## config.mk

```make
export PLATFORM = sky130hd
export DESIGN_NAME = evstat_bank
export DESIGN_NICKNAME = d
export VERILOG_FILES = /design/src/rtl/evstat_pkg.sv /design/src/rtl/evstat_counter.sv /design/src/rtl/evstat_irq.sv /design/src/rtl/evstat_bank.sv
export SDC_FILE = /design/constraint.sdc
export NUM_CORES = 1
export LEC_CHECK = 0
export BUFFER_PORTS_ARGS = -buffer_cell sky130_fd_sc_hd__buf_4
export CAP_MARGIN = 30
export CORE_AREA = 2 2 207 209
export CTS_CLUSTER_DIAMETER = 100
export CTS_CLUSTER_SIZE = 14
export DETAILED_ROUTE_END_ITERATION = 12
export DIE_AREA = 0 0 209 211
export GPL_ROUTABILITY_DRIVEN = 0
export PLACE_DENSITY = 0.74
export SYNTH_ARGS = -nofsm -noshare
export SYNTH_HDL_FRONTEND = slang
export SYNTH_SLANG_ARGS = --single-unit
```

## constraint.sdc

```tcl
create_clock -name clk -period 4.8 [get_ports clk]
set_clock_uncertainty 0.15 [all_clocks]
set_input_delay 1.44 -clock clk [delete_from_list [all_inputs] [get_ports clk]]
set_output_delay 1.44 -clock clk [all_outputs]
set_load 0.05 [all_outputs]
```

## src/rtl/evstat_pkg.sv

```systemverilog
package evstat_pkg;

    localparam int DATA_W        = 32;
    localparam int ADDR_W        = 3;
    localparam int SRC_FW        = 8;
    localparam int CTRL_EN_BIT   = 0;
    localparam int CTRL_IE_BIT   = 1;
    localparam int CTRL_MODE_LSB = 2;
    localparam int CTRL_SRC_LSB  = 8;

    typedef enum logic [ADDR_W-1:0] {
        REG_SEL   = 3'd0,
        REG_CTRL  = 3'd1,
        REG_COUNT = 3'd2,
        REG_CAP   = 3'd3,
        REG_IMASK = 3'd4,
        REG_ISTAT = 3'd5
    } reg_off_e;

    typedef enum logic [1:0] {
        MODE_HIGH = 2'd0,
        MODE_LOW  = 2'd1,
        MODE_RISE = 2'd2,
        MODE_FALL = 2'd3
    } cnt_mode_e;

    typedef struct packed {
        logic [SRC_FW-1:0] src;
        cnt_mode_e         mode;
        logic              int_en;
        logic              en;
    } tmr_cfg_t;

    function automatic logic [DATA_W-1:0] pack_ctrl(input tmr_cfg_t c);
        logic [DATA_W-1:0] w;
        w = '0;
        w[CTRL_EN_BIT]                = c.en;
        w[CTRL_IE_BIT]                = c.int_en;
        w[CTRL_MODE_LSB +: 2]         = c.mode;
        w[CTRL_SRC_LSB +: SRC_FW]     = c.src;
        return w;
    endfunction

    function automatic tmr_cfg_t unpack_ctrl(input logic [DATA_W-1:0] w,
                                             input logic [SRC_FW-1:0] smask);
        tmr_cfg_t c;
        c.en     = w[CTRL_EN_BIT];
        c.int_en = w[CTRL_IE_BIT];
        c.mode   = cnt_mode_e'(w[CTRL_MODE_LSB +: 2]);
        c.src    = w[CTRL_SRC_LSB +: SRC_FW] & smask;
        return c;
    endfunction

    function automatic tmr_cfg_t default_cfg(input int idx, input int nsrc);
        tmr_cfg_t c;
        c.en     = 1'b1;
        c.int_en = 1'b0;
        c.mode   = cnt_mode_e'(2'(idx % 4));
        c.src    = SRC_FW'(idx % nsrc);
        return c;
    endfunction

endpackage

```

## src/rtl/evstat_counter.sv

```systemverilog
module evstat_counter
    import evstat_pkg::*;
#(
    parameter int IDX     = 0,
    parameter int NUM_SRC = 8,
    parameter int CNT_W   = 32
) (
    input  logic             clk,
    input  logic             rst,
    input  logic             cfg_we,
    input  tmr_cfg_t         cfg_wdata,
    input  logic             cnt_we,
    input  logic [CNT_W-1:0] cnt_wdata,
    input  logic [NUM_SRC-1:0] src_now,
    input  logic [NUM_SRC-1:0] src_prev,
    output tmr_cfg_t         cfg_o,
    output logic [CNT_W-1:0] count_o,
    output logic             sat_o
);

    localparam int SRC_W = (NUM_SRC > 1) ? $clog2(NUM_SRC) : 1;
    localparam logic [SRC_FW-1:0] SRC_MAX = SRC_FW'(NUM_SRC - 1);

    tmr_cfg_t         cfg_q;
    logic [CNT_W-1:0] cnt_q;
    logic             src_ok;
    logic             s_cur;
    logic             s_old;
    logic             hit;

    assign src_ok = (cfg_q.src <= SRC_MAX);
    assign s_cur  = src_ok & src_now[cfg_q.src[SRC_W-1:0]];
    assign s_old  = src_ok & src_prev[cfg_q.src[SRC_W-1:0]];

    always_comb begin
        unique case (cfg_q.mode)
            MODE_HIGH: hit = s_cur;
            MODE_LOW:  hit = src_ok & ~s_cur;
            MODE_RISE: hit = s_cur & ~s_old;
            MODE_FALL: hit = src_ok & ~s_cur & s_old;
            default:   hit = 1'b0;
        endcase
    end

    assign sat_o   = &cnt_q;
    assign count_o = cnt_q;
    assign cfg_o   = cfg_q;

    always_ff @(posedge clk) begin
        if (rst) begin
            cfg_q <= default_cfg(IDX, NUM_SRC);
        end else if (cfg_we) begin
            cfg_q <= cfg_wdata;
        end
    end

    always_ff @(posedge clk) begin
        if (rst) begin
            cnt_q <= '0;
        end else if (cnt_we) begin
            cnt_q <= cnt_wdata;
        end else if (cfg_q.en && hit && !sat_o) begin
            cnt_q <= cnt_q + 1'b1;
        end
    end

    // a saturated count stays put unless software loads it
    p_sat_hold_r4: assert property (@(posedge clk) disable iff (rst)
        (sat_o && !cnt_we) |=> sat_o);

    // a disabled counter keeps its value
    p_freeze_r6: assert property (@(posedge clk) disable iff (rst)
        (!cfg_q.en && !cnt_we) |=> $stable(count_o));

    // counting advances by at most one per cycle
    p_step_r3: assert property (@(posedge clk) disable iff (rst)
        !cnt_we |=> (count_o == $past(count_o)) || (count_o == $past(count_o) + 1'b1));

    // a load lands exactly
    p_load_r5: assert property (@(posedge clk) disable iff (rst)
        cnt_we |=> count_o == $past(cnt_wdata));

endmodule

```

## src/rtl/evstat_irq.sv

```systemverilog
module evstat_irq #(
    parameter int NUM_TIMERS = 8
) (
    input  logic                  clk,
    input  logic                  rst,
    input  logic [NUM_TIMERS-1:0] sat,
    input  logic [NUM_TIMERS-1:0] ie,
    input  logic                  mask,
    output logic                  irq_o
);

    logic irq_q;

    always_ff @(posedge clk) begin
        if (rst) begin
            irq_q <= 1'b0;
        end else begin
            irq_q <= mask & (|(sat & ie));
        end
    end

    assign irq_o = irq_q;

    // with the mask cleared the line is low on the next cycle
    p_irq_mask_r8: assert property (@(posedge clk) disable iff (rst)
        !mask |=> !irq_o);

    // the line only rises after an enabled counter was saturated
    p_irq_cause_r8: assert property (@(posedge clk) disable iff (rst)
        $rose(irq_o) |-> $past(|(sat & ie)));

endmodule

```

## src/rtl/evstat_bank.sv

```systemverilog
module evstat_bank
    import evstat_pkg::*;
#(
    parameter int NUM_TIMERS = 8,
    parameter int NUM_SRC    = 8,
    parameter int CNT_W      = 32
) (
    input  logic               clk,
    input  logic               rst,
    input  logic               bus_en,
    input  logic               bus_we,
    input  logic [2:0]         bus_addr,
    input  logic [31:0]        bus_wdata,
    output logic [31:0]        bus_rdata,
    input  logic [NUM_SRC-1:0] src_in,
    output logic               irq
);

    localparam int IDX_W = (NUM_TIMERS > 1) ? $clog2(NUM_TIMERS) : 1;
    localparam int SRC_W = (NUM_SRC > 1) ? $clog2(NUM_SRC) : 1;
    localparam logic [IDX_W-1:0]  SEL_MAX  = IDX_W'(NUM_TIMERS - 1);
    localparam logic [SRC_FW-1:0] SRC_MASK = SRC_FW'((1 << SRC_W) - 1);
    localparam logic [DATA_W-1:0] CAP_WORD =
        (DATA_W'(NUM_SRC - 1) << 8) | DATA_W'(NUM_TIMERS - 1);

    logic [IDX_W-1:0]      sel_q;
    logic                  mask_q;
    logic [NUM_SRC-1:0]    src_q;
    logic                  wr;
    logic                  sel_ok;
    tmr_cfg_t              cfg_new;
    logic [NUM_TIMERS-1:0] cfg_we;
    logic [NUM_TIMERS-1:0] cnt_we;
    logic [NUM_TIMERS-1:0] sat_v;
    logic [NUM_TIMERS-1:0] ie_v;
    tmr_cfg_t              cfg_v [NUM_TIMERS];
    logic [CNT_W-1:0]      cnt_v [NUM_TIMERS];

    assign wr      = bus_en & bus_we;
    assign sel_ok  = (sel_q <= SEL_MAX);
    assign cfg_new = unpack_ctrl(bus_wdata, SRC_MASK);

    always_ff @(posedge clk) begin
        if (rst) begin
            sel_q  <= '0;
            mask_q <= 1'b0;
            src_q  <= '0;
        end else begin
            src_q <= src_in;
            if (wr && bus_addr == REG_SEL) begin
                sel_q <= bus_wdata[IDX_W-1:0];
            end
            if (wr && bus_addr == REG_IMASK) begin
                mask_q <= bus_wdata[0];
            end
        end
    end

    for (genvar i = 0; i < NUM_TIMERS; i++) begin : g_tmr
        assign cfg_we[i] = wr && (bus_addr == REG_CTRL)  && (sel_q == IDX_W'(i));
        assign cnt_we[i] = wr && (bus_addr == REG_COUNT) && (sel_q == IDX_W'(i));
        assign ie_v[i]   = cfg_v[i].int_en;

        evstat_counter #(
            .IDX     (i),
            .NUM_SRC (NUM_SRC),
            .CNT_W   (CNT_W)
        ) u_cnt (
            .clk       (clk),
            .rst       (rst),
            .cfg_we    (cfg_we[i]),
            .cfg_wdata (cfg_new),
            .cnt_we    (cnt_we[i]),
            .cnt_wdata (bus_wdata[CNT_W-1:0]),
            .src_now   (src_in),
            .src_prev  (src_q),
            .cfg_o     (cfg_v[i]),
            .count_o   (cnt_v[i]),
            .sat_o     (sat_v[i])
        );
    end

    evstat_irq #(
        .NUM_TIMERS (NUM_TIMERS)
    ) u_irq (
        .clk   (clk),
        .rst   (rst),
        .sat   (sat_v),
        .ie    (ie_v),
        .mask  (mask_q),
        .irq_o (irq)
    );

    always_comb begin
        bus_rdata = '0;
        case (bus_addr)
            REG_SEL:   bus_rdata = DATA_W'(sel_q);
            REG_CTRL:  bus_rdata = sel_ok ? pack_ctrl(cfg_v[sel_q]) : '0;
            REG_COUNT: bus_rdata = sel_ok ? DATA_W'(cnt_v[sel_q]) : '0;
            REG_CAP:   bus_rdata = CAP_WORD;
            REG_IMASK: bus_rdata = DATA_W'(mask_q);
            REG_ISTAT: bus_rdata = DATA_W'(irq);
            default:   bus_rdata = '0;
        endcase
    end

    // only one counter can be written at a time
    p_one_target_r1: assert property (@(posedge clk) disable iff (rst)
        $onehot0(cnt_we | cfg_we));

    // the edge reference is the source one cycle earlier
    p_prev_r3: assert property (@(posedge clk) disable iff (rst)
        1'b1 |=> src_q == $past(src_in));

endmodule

```

==> summary.md <==
| Metric | Value |
|---|---|
| Cell-by-cell listing of the critical path | `buf_12 > mux4_2 > mux2i_1 > nor2_1 > buf_4` |
| Area of the die | `0.0441 mm²` |
| Startpoint Class | `flip-flop` |
| Pre-Repair DR Iteration Count | `12` |
| Number of register bits inferred by synthesis | `325` |
| Number of warnings reported in the yosys synthesis log | `0` |
| Family with the most delay on the worst path | `multiplexers` |
| Cell with the largest stage delay on the worst path | `sky130_fd_sc_hd__dfxtp_4` |
| Placement Cell Area | `0.0217 mm²` |
| Prevailing post-synth register cell | `sky130_fd_sc_hd__dfxtp_1` |
| Total leakage power | `0.00749 µW` |
| Share of the yosys chip area belonging to registers | `0.314` |
| Clock buffer depth | `3` |
| Count of maximum capacitance violations | `0` |
| CP required | `3210 ps` |
| Commonest non-fill, non-tap cells in the layout | `sky130_fd_sc_hd__nor2_1 (351), sky130_fd_sc_hd__dfxtp_1 (322), sky130_fd_sc_hd__a211oi_1 (215)` |
| Layout overhead on the synthesized area | `8.04%` |
| Largest net degree at the start of global routing | `124` |
| Count of routing violations after the opening detailed-route iteration | `2938` |
| Final setup violation count | `0` |
| Min-Delay Path Class | `flip-flop to flip-flop` |
| Unrepaired setup endpoints after global routing | `no` |
| Setup TNS Final | `0 ps` |
| First-pass GRT wire length | `112000 µm` |
| Starting density of the core | `0.497` |
| Tot GR Track Use | `0.326` |
| GRT overflow | `0` |
| Number of gates resized after CTS | `0` |
| Number of post-CTS setup repair buffers | `0` |
| Type of the setup path with the least slack | `flip-flop to output port` |
| Total number of nets in the final design | `2420` |
| Final number of max-transition violations | `0` |
| Final core utilization | `0.537` |
| Die span in y | `211 µm` |
| Fin crit share | `0.954` |
| Post-layout minimum cycle time | `4580 ps` |
| I/O pin total | `80` |
| CTS root buf | `sky130_fd_sc_hd__clkbuf_16` |
| Total power density per cell area | `235 mW/mm²` |
| Antenna diode count | `0` |
| Wirelength, routed | `73100 µm` |
| PnR Total Power | `5270 µW` |
| Arrival time worst endpoint | `2990 ps` |
| Clock-pin slew on the worst setup and hold paths | `70 ps` |
| Post-DP HPWL | `51700 µm` |
| Synthesized area divided by synthesized cell count | `8.58 µm²` |
| Async set or reset register ratio after synthesis | `0` |
| Number of flops mapped to enable cells by yosys | `0` |
| Max stage delay on crit path | `760 ps` |
| Pre-CTS setup slack | `375 ps` |
| CTS tree | `yes` |
| Number of global-route vias before repair | `18416` |
| Count of input and output buffers | `79` |
| Number of CTS-inserted buffers | `27` |
| Crit end category | `output port` |
| Vias per std cell | `6.88` |
| Clock latency at the later pin of the worst-skew pair | `600 ps` |
| Via count of the routed design | `19976` |
| Post-route DRC violation count | `1` |
| Mapped Area | `0.0207 mm²` |
| Ratio of cells with drive above 1 in the final layout | `0.124` |
| Average wire per cell in the routed design | `25.2 µm` |
| Residual antenna-violating net count after detailed routing | `0` |
| Overall die width | `209 µm` |
| Synthesized netlist net count | `2474` |
| Transition time of the tightest slew-check pin | `1060 ps` |
| Cell count after synthesis | `2419` |
| Number of distinct library cell variants in the gate-level netlist after synthesis | `61` |
| Fmax | `218 MHz` |
| Final Instance Area | `0.0224 mm²` |
| Total buffers and inverters traversed by the critical path | `2` |
| Number of antenna violations at the first check in global routing | `1` |
| # H-tree levels | `1` |
| Peak supply drop | `0.243 mV` |
| Number of endpoints with negative hold slack in the final report | `0` |
| Max-slew headroom at the worst pin | `0.293` |
| Core area | `0.0418 mm²` |
| Violated checks | `DRC` |
| CTS Hold Bufs | `0` |
| Largest driver fanout on the critical path | `55` |
| Leading cell type in the layout, fill and taps excluded | `sky130_fd_sc_hd__nor2_1` |
| Status | `finished, violations left` |
| Cell row count | `75` |
| Clock net sink count | `325` |
| Least setup slack across all paths after layout | `223 ps` |
==> power by group <==
group	total [µW]	switching, µW	internal (µW)	leakage, µW
Sequential	2760	45.2	2720	0.00263
Clock	2070	1070	1000	0.000345
Combinational	437	291	146	0.00451
Total	5270	1400	3870	0.00749
==> kinds of logic after synthesis <==
| group | Yosys count | share of synthesized area |
|---|---|---|
| and+or+nand+nor | 1074 | 0.259 |
| muxes | 191 | 0.158 |
| buffers and inverters | 239 | 0.0446 |
| DFF | 325 | 0.314 |
| AOI/OAI and AO/OA | 368 | 0.129 |
| xor gates and xnor gates | 214 | 0.0903 |
| adders and majority gates | 8 | 0.00482 |
==> state kept, by name (all words and copies together), names as in the netlist <==
name and cells:
src_q 8, g_tmr.u_cnt.cfg_o 56, g_tmr.u_cnt.count_o 256, sel_q 3, mask_q 1, u_irq.irq_o 1
==> path summary, 6_finish.rpt <==
path,startpoint,end,slack [ps],cells past startpoint
max,sel_q[0],bus_rdata[14],220,5
min,g_tmr[7].u_cnt.cfg_o[1],g_tmr[7].u_cnt.cfg_o[1],320,2
max reg2reg,g_tmr[2].u_cnt.count_o[6],g_tmr[2].u_cnt.count_o[28],1040,7
min reg2reg,g_tmr[7].u_cnt.cfg_o[1],g_tmr[7].u_cnt.cfg_o[1],320,2
==> cell usage after synthesis (all sizes together) (21+ instances only) <==
| cell | instances | area [µm²] |
|---|---|---|
| nand3 | 134 | 671 |
| nor4 | 27 | 175 |
| xnor2 | 55 | 482 |
| a21oi | 29 | 149 |
| clkbuf | 159 | 609 |
| and3 | 69 | 432 |
| xor2 | 159 | 1390 |
| dfxtp | 325 | 6510 |
| nor2b | 24 | 150 |
| or3 | 21 | 131 |
| mux4 | 108 | 2430 |
| mux2i | 73 | 731 |
| nor3 | 39 | 200 |
| inv | 33 | 124 |
| buf | 47 | 191 |
| nand4 | 106 | 663 |
| a311oi | 25 | 219 |
| nor2 | 351 | 1320 |
| and4 | 36 | 315 |
| o21ai | 32 | 160 |
| nand2 | 171 | 642 |
| and2 | 29 | 181 |
| a211oi | 217 | 1630 |
==> area by class of cell <==
type                            instances  area, µm²
Clock buffer                           28        679
Clock inverter                          2       25.0
Fill cell                            3773      19300
Inverter                               33        124
Multi-Input combinational cell       1855      13400
Sequential cell                       325       6520
Tap cell                              539        674
Timing Repair Buffer                  123       1030
==> metal layers <==
layer | track usage | vias up | part of all wire
met5 | 0 | - | 0.00012
met4 | 0.146 | 2 | 0.053
met3 | 0.0727 | 251 | 0.12
met2 | 0.495 | 1316 | 0.43
met1 | 0.444 | 9603 | 0.40
li1 | - | 8804 | -
==> metrics by stage <==
stage          hold slack [ps]  std cells
3_3_place_gp               305       2870
5_1_grt                    338       2905
4_1_cts                    323       2903
2_1_floorplan              274       2419
3_5_place_dp               313       2873
6_report                   324       2905
==> worst register-to-register path, delay by kind of cell (launching register included) <==
family | cells | cell delay, ps
and+or+nand+nor | 5 | 2680
AOI/OAI and AO/OA | 1 | 300
DFF | 1 | 440
xor gates and xnor gates | 1 | 100
No activity file was read; power rests on OpenSTA's default activity.
